--- src/rtl/gpio_port_pkg.sv ---
package gpio_port_pkg;
  localparam int NUM_WREG   = 4;
  localparam int OFS_FSEL   = 'h000;
  localparam int OFS_DRV_EN = 'h010;
  localparam int OFS_DRV    = 'h020;
  localparam int OFS_PIN    = 'h030;
  localparam int OFS_IRQ_EN = 'h050;
  localparam int MASK_ALIAS = 'h800;

  // index order of the writable registers
  localparam int IDX_FSEL   = 0;
  localparam int IDX_DRV_EN = 1;
  localparam int IDX_DRV    = 2;
  localparam int IDX_IRQ_EN = 3;

  function automatic int wreg_ofs(input int idx);
    case (idx)
      IDX_FSEL:   return OFS_FSEL;
      IDX_DRV_EN: return OFS_DRV_EN;
      IDX_DRV:    return OFS_DRV;
      default:    return OFS_IRQ_EN;
    endcase
  endfunction
endpackage

--- src/rtl/gpio_sync.sv ---
module gpio_sync #(
  parameter int W      = 8,
  parameter int STAGES = 2
) (
  input  logic         clk_i,
  input  logic         rst_ni,
  input  logic [W-1:0] d_i,
  output logic [W-1:0] q_o
);
  logic [W-1:0] stage_q [STAGES];

  for (genvar s = 0; s < STAGES; s++) begin : g_stage
    always_ff @(posedge clk_i or negedge rst_ni) begin
      if (!rst_ni) stage_q[s] <= '0;
      else if (s == 0) stage_q[s] <= d_i;
      else stage_q[s] <= stage_q[(s == 0) ? 0 : s-1];
    end
  end

  assign q_o = stage_q[STAGES-1];
endmodule

--- src/rtl/gpio_mreg.sv ---
module gpio_mreg #(
  parameter int W  = 8,
  parameter int DW = 32
) (
  input  logic          clk_i,
  input  logic          rst_ni,
  input  logic          wr_plain_i,
  input  logic          wr_mask_i,
  input  logic [DW-1:0] wdata_i,
  output logic [W-1:0]  q_o
);
  logic [W-1:0] val, sel;
  assign val = wdata_i[W-1:0];
  assign sel = wdata_i[2*W-1:W];

  always_ff @(posedge clk_i or negedge rst_ni) begin
    if (!rst_ni)         q_o <= '0;
    else if (wr_plain_i) q_o <= val;
    else if (wr_mask_i)  q_o <= (q_o & ~sel) | (val & sel);
  end

  p_plain_store_r2: assert property (@(posedge clk_i) disable iff (!rst_ni)
    wr_plain_i |=> q_o == $past(val));
  p_mask_keep_r3: assert property (@(posedge clk_i) disable iff (!rst_ni)
    wr_mask_i |=> ((q_o ^ $past(q_o)) & ~$past(sel)) == '0);
  p_mask_set_r3: assert property (@(posedge clk_i) disable iff (!rst_ni)
    wr_mask_i |=> (q_o & $past(sel)) == ($past(val) & $past(sel)));
  p_hold_r8: assert property (@(posedge clk_i) disable iff (!rst_ni)
    !(wr_plain_i || wr_mask_i) |=> $stable(q_o));
endmodule

--- src/rtl/gpio_port_ctrl.sv ---
module gpio_port_ctrl
  import gpio_port_pkg::*;
#(
  parameter int PINS   = 8,
  parameter int ADDR_W = 12,
  parameter int DATA_W = 32,
  parameter int SYNC_STAGES = 2
) (
  input  logic              clk_i,
  input  logic              rst_ni,
  input  logic [ADDR_W-1:0] addr_i,
  input  logic              wr_en_i,
  input  logic [DATA_W-1:0] wr_data_i,
  input  logic              rd_en_i,
  output logic [DATA_W-1:0] rd_data_o,
  input  logic [PINS-1:0]   pin_i,
  output logic [PINS-1:0]   pin_sync_o,
  output logic [PINS-1:0]   func_sel_o,
  output logic [PINS-1:0]   pad_oe_o,
  output logic [PINS-1:0]   pad_out_o,
  output logic [PINS-1:0]   irq_en_o
);
  localparam int PAD_W = DATA_W - PINS;

  logic [PINS-1:0] reg_q [NUM_WREG];
  logic [NUM_WREG-1:0] hit_plain;

  for (genvar i = 0; i < NUM_WREG; i++) begin : g_wreg
    logic wr_plain, wr_mask;
    assign hit_plain[i] = addr_i == ADDR_W'(wreg_ofs(i));
    assign wr_plain = wr_en_i && hit_plain[i];
    assign wr_mask  = wr_en_i && (addr_i == ADDR_W'(wreg_ofs(i) | MASK_ALIAS));
    gpio_mreg #(.W(PINS), .DW(DATA_W)) u_reg (
      .clk_i, .rst_ni,
      .wr_plain_i (wr_plain),
      .wr_mask_i  (wr_mask),
      .wdata_i    (wr_data_i),
      .q_o        (reg_q[i])
    );
  end

  gpio_sync #(.W(PINS), .STAGES(SYNC_STAGES)) u_sync (
    .clk_i, .rst_ni, .d_i(pin_i), .q_o(pin_sync_o)
  );

  assign func_sel_o = reg_q[IDX_FSEL];
  assign pad_oe_o   = reg_q[IDX_DRV_EN];
  assign pad_out_o  = reg_q[IDX_DRV];
  assign irq_en_o   = reg_q[IDX_IRQ_EN];

  logic            rd_hit;
  logic [PINS-1:0] rd_val;
  always_comb begin
    rd_hit = 1'b0;
    rd_val = '0;
    for (int i = 0; i < NUM_WREG; i++) begin
      if (hit_plain[i]) begin
        rd_hit = 1'b1;
        rd_val = reg_q[i];
      end
    end
    if (addr_i == ADDR_W'(OFS_PIN)) begin
      rd_hit = 1'b1;
      rd_val = pin_sync_o;
    end
  end

  always_ff @(posedge clk_i or negedge rst_ni) begin
    if (!rst_ni)      rd_data_o <= '0;
    else if (rd_en_i) rd_data_o <= rd_hit ? {{PAD_W{1'b0}}, rd_val} : '0;
  end

  p_rd_upper_zero_r6: assert property (@(posedge clk_i) disable iff (!rst_ni)
    rd_data_o[DATA_W-1:PINS] == '0);
  p_rd_unmapped_r7: assert property (@(posedge clk_i) disable iff (!rst_ni)
    (rd_en_i && !rd_hit) |=> rd_data_o == '0);
  p_rd_hold_r6: assert property (@(posedge clk_i) disable iff (!rst_ni)
    !rd_en_i |=> $stable(rd_data_o));
  p_oe_after_value_r9: assert property (@(posedge clk_i) disable iff (!rst_ni)
    ((pad_oe_o & ~$past(pad_oe_o)) & (pad_out_o ^ $past(pad_out_o))) == '0);
endmodule

--- config.mk ---
export PLATFORM = sky130hd
export DESIGN_NAME = gpio_port_ctrl
export DESIGN_NICKNAME = d
export VERILOG_FILES = /design/src/rtl/gpio_port_pkg.sv /design/src/rtl/gpio_sync.sv /design/src/rtl/gpio_mreg.sv /design/src/rtl/gpio_port_ctrl.sv
export SDC_FILE = /design/constraint.sdc
export NUM_CORES = 1
export LEC_CHECK = 0
export BUFFER_PORTS_ARGS = -buffer_cell sky130_fd_sc_hd__buf_2
export CAP_MARGIN = 20
export CORE_MARGIN = 3
export CORE_UTILIZATION = 50
export DETAILED_ROUTE_END_ITERATION = 10
export PLACE_DENSITY = 0.83
export SKIP_CTS_REPAIR_TIMING = 1
export SLEW_MARGIN = 20
export SYNTH_ARGS = -nofsm -noshare
export SYNTH_HDL_FRONTEND = slang
export SYNTH_HIERARCHICAL = 1
export SYNTH_SLANG_ARGS = --single-unit
--- constraint.sdc ---
create_clock -name clk_i -period 2.55 [get_ports clk_i]
set_input_delay 0.3825 -clock clk_i [delete_from_list [all_inputs] [get_ports clk_i]]
set_output_delay 0.3825 -clock clk_i [all_outputs]
set_load 0.005 [all_outputs]
==> out/metrics.csv, run 1 <==
metric,value,unit
outcome,completed,
leading register cell type out of synthesis,dfrtp_1,
leakage power figure,0.00188,uW
Avg WL per Cell,17.3,um
adder-cell share of the synthesized area,0,%
post-synthesis xor/xnor area fraction,0,%
"Reg clk slew, reported paths",0.10,ns
CTS Buffer Depth,2,
GR Util met3,4.32,%
Final Hold Viols,0,
TritonCTS Buffers,5,
Startpoint Class,input pin,
internal power,1180,uW
Die X-Extent,84.5,um
total power,1550,uW
via/cell ratio,5.23,
met1 GRT Util,25.2,%
initial antenna violation count,0,
setup TNS,0,ns
Comb power frac,8.9,%
max-cap viol count,0,
Yosys warning count,6,
latest clock arrival within the worst-skew pair,0.31,ns
RSZ-0062 raised after global routing,false,
CP max FO,8,
Die Height,84.5,um
DR iter-0 viols,76,
Max Slew Vio Count,0,
Simple-Gate Fraction of Synth Area,7.07,%
post-route DRC violation count,0,
filler cell count,500,
Least-Margin Pin Slew,0.686,ns
"most common cell after layout, fill and taps aside",buf_2,
relative max-transition margin,54.3,%
final wirelength,6.81,mm
nets,377,
Port Buffers,87,
I/O pins,128,
f_max,0.563,GHz
Crit. End Element,register,
Pre-Repair DR Iteration Count,4,
PwrDens,440,mW/mm^2
Avg Synthesized Cell Area,12.9,um^2
CTS tree,yes,
setup violators final,0,
peak supply drop,0.240,mV
clock power share,32.3,%
Cells after DPL,386,
layout cells sized above 1,54.3,%
Num Clock Sinks,56,
Post-synth ARST share,100,%
vias,2059,
Synth Area in Compound Gates,13.9,%
Synth Instances,239,
Clock Tree Root,clkbuf_8,
initial core utilization,53.6,%
Clock Skew,0.00718,ns
shortest period the worst path allows,1.78,ns
synth unique cells,24,
Hold Path Class,input pin to register,
pin count of the biggest net entering global routing,57,
main combinational cell family by area after synthesis,multiplexers,
post-synthesis sequential area ratio,45.5,%
Final Non-Filler Cells,394,
period utilisation layout,69.7,%
gr ovfl total,0,
met2 GRT Util,34.0,%
Flop pwr share,58.8,%
synthesized area,0.00308,mm^2
first-pass GRT wire length,11.1,mm
Setup Crit Path Kind,input pin to register,
crit path DAT,1.98,ns
GPL Wtd Cong,0.773,
Most Crowded Layer GR,met2,
Net Sw Power,373,uW
FP Rows,27,
H-tree levels,2,
Yosys reg bits,56,
Area growth syn-to-layout,14.3,%
most frequent cells in the layout,"buf_2, dfrtp_1, a21oi_2, mux2_4, conb_1",
DP HPWL,5.09,mm
"antenna viol nets, final",0,
Antenna Cells,0,
number of flops mapped to enable cells by yosys,0,
sw frac,24.1,%
overall die area,0.00714,mm^2
mux cell area share after synthesis,21.1,%
CP required,2.75,ns
all-layer global routing usage,19.9,%
vias in the first global route,2196,
final core occ,61.3,%
core area,0.00574,mm^2
[power groups by stage]
stage | Sequential, uW | Clock [uW] | Combinational [uW]
6_report | 911 | 501 | 137
5_1_grt | 914 | 562 | 151
4_1_cts | 911 | 515 | 138
3_5_place_dp | 929 | 0 | 137
3_3_place_gp | 928 | 0 | 132
2_1_floorplan | 926 | 0 | 87.2
[synth_stat cells (4+ instances only)]
library cell   n  area (um^2)
buf_2          4         20.0
nor2_1         5         18.8
buf_4         38          285
buf_6          4         45.0
nand2b_1       9         56.3
a21oi_2       32          280
nor3_1         5         25.0
inv_1          8         30.0
mux2_4        32          480
o221ai_1       7         61.3
o22a_1         8         70.1
dfrtp_1       56         1400
mux2i_1       17          170
[routing by layer]
| metal | routed length, um | vias up |
|---|---|---|
| li1 | - | 950 |
| met1 | 2810 | 1006 |
| met2 | 3400 | 86 |
| met3 | 465 | 17 |
| met4 | 142 | 0 |
| met5 | 0 | - |
[final cells by class]
cell class	instances	area, um^2	share of cell area [%]
Clock buffer	6	82.6	2.34
Tap cell	72	90.1	2.56
Sequential cell	56	1400	39.8
Clock inverter	2	15.0	0.426
Multi-Input combinational cell	152	1390	39.3
Timing Repair Buffer	98	518	14.7
Inverter	8	30.0	0.853
[through the flow]
step	instance area [um^2]	hold WS (ns)	setup WS (ns)
6_report	3520	0.169	0.773
4_1_cts	3520	0.163	0.776
3_5_place_dp	3420	0.335	0.446
3_3_place_gp	3420	0.332	0.472
5_1_grt	3520	0.142	0.672
2_1_floorplan	3170	0.0869	0.752
[final timing paths]
path | startpoint | to | slack, ns | cells past startpoint
worst max-delay path | addr_i[1] | register | 0.77 | 7
worst min-delay path | pin_i[2] | u_sync/stage_q[10] | 0.17 | 1
worst min register to register | u_sync/stage_q[14] | u_sync/q_o[6] | 0.35 | 0
min in group asynchronous | rst_ni | u_sync/stage_q[12] | 0.18 | 2
worst max register to register | register | rd_data_o[0] | 1.55 | 3
max in group asynchronous | rst_ni | asynchronous set/reset pin | 1.91 | 2
[critical path, cell delays in order]
cell	delay, ns
buf_2	0.12
nor4_4	0.37
nand4_1	0.25
nor3_1	0.22
buf_4	0.25
a21oi_2	0.09
mux2_4	0.29
[logic make-up (layout without fill, tap and decap cells)]
kind of cell / Yosys count / count (layout)
AO/OA/AOI/OAI: 48 / 48
buffers and inverters: 54 / 114
AND/OR/NAND/NOR: 31 / 31
multiplexers: 49 / 49
flip-flops: 56 / 56
other: 1 / 24
(Power assumes the default switching activity.)
==> run 2: changes to the inputs <==
--- a/config.mk
+++ b/config.mk
@@ -5,12 +5,13 @@
 export SDC_FILE = /design/constraint.sdc
 export NUM_CORES = 1
 export LEC_CHECK = 0
+export ABC_AREA = 1
 export BUFFER_PORTS_ARGS = -buffer_cell sky130_fd_sc_hd__buf_2
 export CAP_MARGIN = 20
 export CORE_MARGIN = 3
-export CORE_UTILIZATION = 50
+export CORE_UTILIZATION = 45
 export DETAILED_ROUTE_END_ITERATION = 10
-export PLACE_DENSITY = 0.83
+export PLACE_DENSITY = 0.76
 export SKIP_CTS_REPAIR_TIMING = 1
 export SLEW_MARGIN = 20
 export SYNTH_ARGS = -nofsm -noshare
==> constraint.sdc (replaced) <==
create_clock -name clk_i -period 1.6 [get_ports clk_i]
set_input_delay 0.24 -clock clk_i [delete_from_list [all_inputs] [get_ports clk_i]]
set_output_delay 0.24 -clock clk_i [all_outputs]
set_load 0.005 [all_outputs]
==> run 2 against run 1 <==
Effect of this change: combinational power up 64%; sequential cell count unchanged; final cell count up 78%; synthesized cell count up 120%; core utilization down 7.5 points; clock-buffer cell count down 1; non-clock buffer count up 1; worst setup slack worse by 0.43 ns; critical path type unchanged.
==> out/metrics.csv, run 2 <==
metric,value,unit
R2R cell count,6,
vias,3272,
Synth area leaders,"dfrtp_1, nand2_1, nand3_1",
Synth Area in Compound Gates,1.26,%
Clock Tree Root,clkbuf_8,
vias in the first global route,3170,
Synth Instances,516,
Comb power frac,9.0,%
Port Buffers,87,
Yosys top cell area share,39.3,%
main combinational cell family by area after synthesis,simple AND/OR/NAND/NOR gates,
register area,0.00140,mm^2
mux cell area share after synthesis,0,%
final setup margin,0.348,ns
sw frac,26.4,%
Avg Synthesized Cell Area,6.92,um^2
Hold Crit Depth,1,
internal power,1840,uW
RSZ-0062 raised after global routing,false,
number of flops mapped to enable cells by yosys,0,
nets,656,
latest clock arrival within the worst-skew pair,0.31,ns
multi-input logic area,0.00141,mm^2
synth unique cells,26,
shortest period the worst path allows,1.25,ns
"count leader, synth",nand2_1,
Pre-Repair DR Iteration Count,4,
setup slack at placement,0.0205,ns
Num Clock Sinks,56,
Final Hold Viols,0,
Antenna Cells,0,
layout cells sized above 1,23.6,%
overall die area,0.00904,mm^2
Yosys reg bits,56,
setup violators final,0,
post-synthesis xor/xnor area fraction,0,%
Simple-Gate Fraction of Synth Area,35.8,%
post-synthesis sequential area ratio,39.3,%
CTS Buffer Depth,2,
initial core utilization,47.7,%
CP required,1.82,ns
HP Start,pin_i[5],
I/O pins,128,
Area growth syn-to-layout,13.0,%
H-tree levels,2,
first-pass GRT wire length,14.1,mm
"Reg clk slew, reported paths",0.11,ns
"antenna viol nets, final",0,
most frequent cells in the layout,"nand2_1, buf_2, inv_1",
largest area contributor in the netlist,dfrtp_1,
Die Height,95.1,um
Setup Crit Path Kind,input pin to register,
Startpoint Class,input pin,
Final Cell Area,0.00403,mm^2
via/cell ratio,4.67,
synthesized area,0.00357,mm^2
max-cap viol count,0,
Setup crit start,addr_i[8],
leakage power figure,0.00232,uW
period utilisation layout,78.2,%
CTS tree,yes,
Die X-Extent,95.1,um
TritonCTS Buffers,5,
f_max,0.799,GHz
pin count of the biggest net entering global routing,57,
R2R setup slack,0.62,ns
gr ovfl total,0,
GPL Wtd Cong,0.960,
filler cell count,733,
crit path DAT,1.47,ns
Clock Skew,0.00750,ns
post-route DRC violation count,0,
area post-placement,0.00393,mm^2
core area,0.00749,mm^2
PwrDens,619,mW/mm^2
peak supply drop,0.354,mV
top post-synthesis cells by count,"nand2_1, inv_1, nand3_1",
Post-synth ARST share,100,%
Crit. End Element,register,
Flop pwr share,58.2,%
adder-cell share of the synthesized area,0,%
Hold Path Class,input pin to register,
Net Sw Power,658,uW
all-layer global routing usage,20.0,%
final wirelength,8.61,mm
"most common cell after layout, fill and taps aside",nand2_1,
clock power share,32.8,%
outcome,completed,
initial antenna violation count,0,
leading register cell type out of synthesis,dfrtp_1,
Worst Hold Path EP,u_sync/stage_q[13],
CP max FO,16,
DR iter-0 viols,194,
R2R Path End,rd_data_o[5],
Max Slew Vio Count,0,
DP HPWL,6.74,mm
Yosys warning count,6,
Avg WL per Cell,12.3,um
FP Rows,31,
setup TNS,0,ns
## run 2: cells by family after synthesis
group                  count (synthesis)
other                                  1
buffers and inverters                167
and+or+nand+nor                      286
DFF                                   56
AOI/OAI and AO/OA                      6
## run 2: metrics by stage
step | hold slack (ns) | instances | util (%) | power, uW
5_1_grt | 0.00101 | 700 | 53.9 | 2620
3_5_place_dp | 0.263 | 691 | 52.5 | 1700
6_report | 0.0210 | 700 | 53.9 | 2500
3_3_place_gp | 0.264 | 691 | 52.5 | 1700
2_1_floorplan | -0.0556 | 539 | - | 1620
4_1_cts | -0.0879 | 699 | 53.7 | 2520
## run 2: area by class of cell
type	count	share of cell area (%)
Inverter	122	11.4
Multi-Input combinational cell	316	35.1
Clock buffer	5	1.71
Timing Repair Buffer	99	13.4
Clock inverter	3	0.652
Tap cell	99	3.07
Sequential cell	56	34.8
## run 2: power groups by stage
stage / clock (uW) / combinational [uW] / sequential [uW]
after floorplan: 0 / 140 / 1480
after global placement: 0 / 220 / 1480
after detailed placement: 0 / 222 / 1480
after CTS: 843 / 223 / 1450
after global routing: 909 / 256 / 1460
final: 820 / 224 / 1450
## run 2: worst max path at each step
stage                    to  slack (ns)  cells after the start
6_report           register        0.35                     11
5_1_grt            register        0.17                     11
4_1_cts        rd_data_o[7]        0.35                      8
3_5_place_dp   rd_data_o[7]        0.02                      8
3_3_place_gp       register        0.06                     11
2_1_floorplan      register        0.22                     12
## run 2: worst max-delay path, stage by stage
cell	delay, ns
buf_2	0.10
inv_1	0.04
nand2_1	0.08
nor2_2	0.27
nand3_1	0.19
nor2_1	0.14
inv_2	0.15
nand2_1	0.10
nand2_1	0.05
nand2_1	0.06
inv_1	0.04
## run 2: layer usage
metal	vias up	GRT usage [%]	part of all wire, %
li1	1637	-	-
met1	1499	25.6	42
met2	125	34.3	49
met3	11	4.34	8.0
met4	0	4.93	1.0
met5	-	0	0
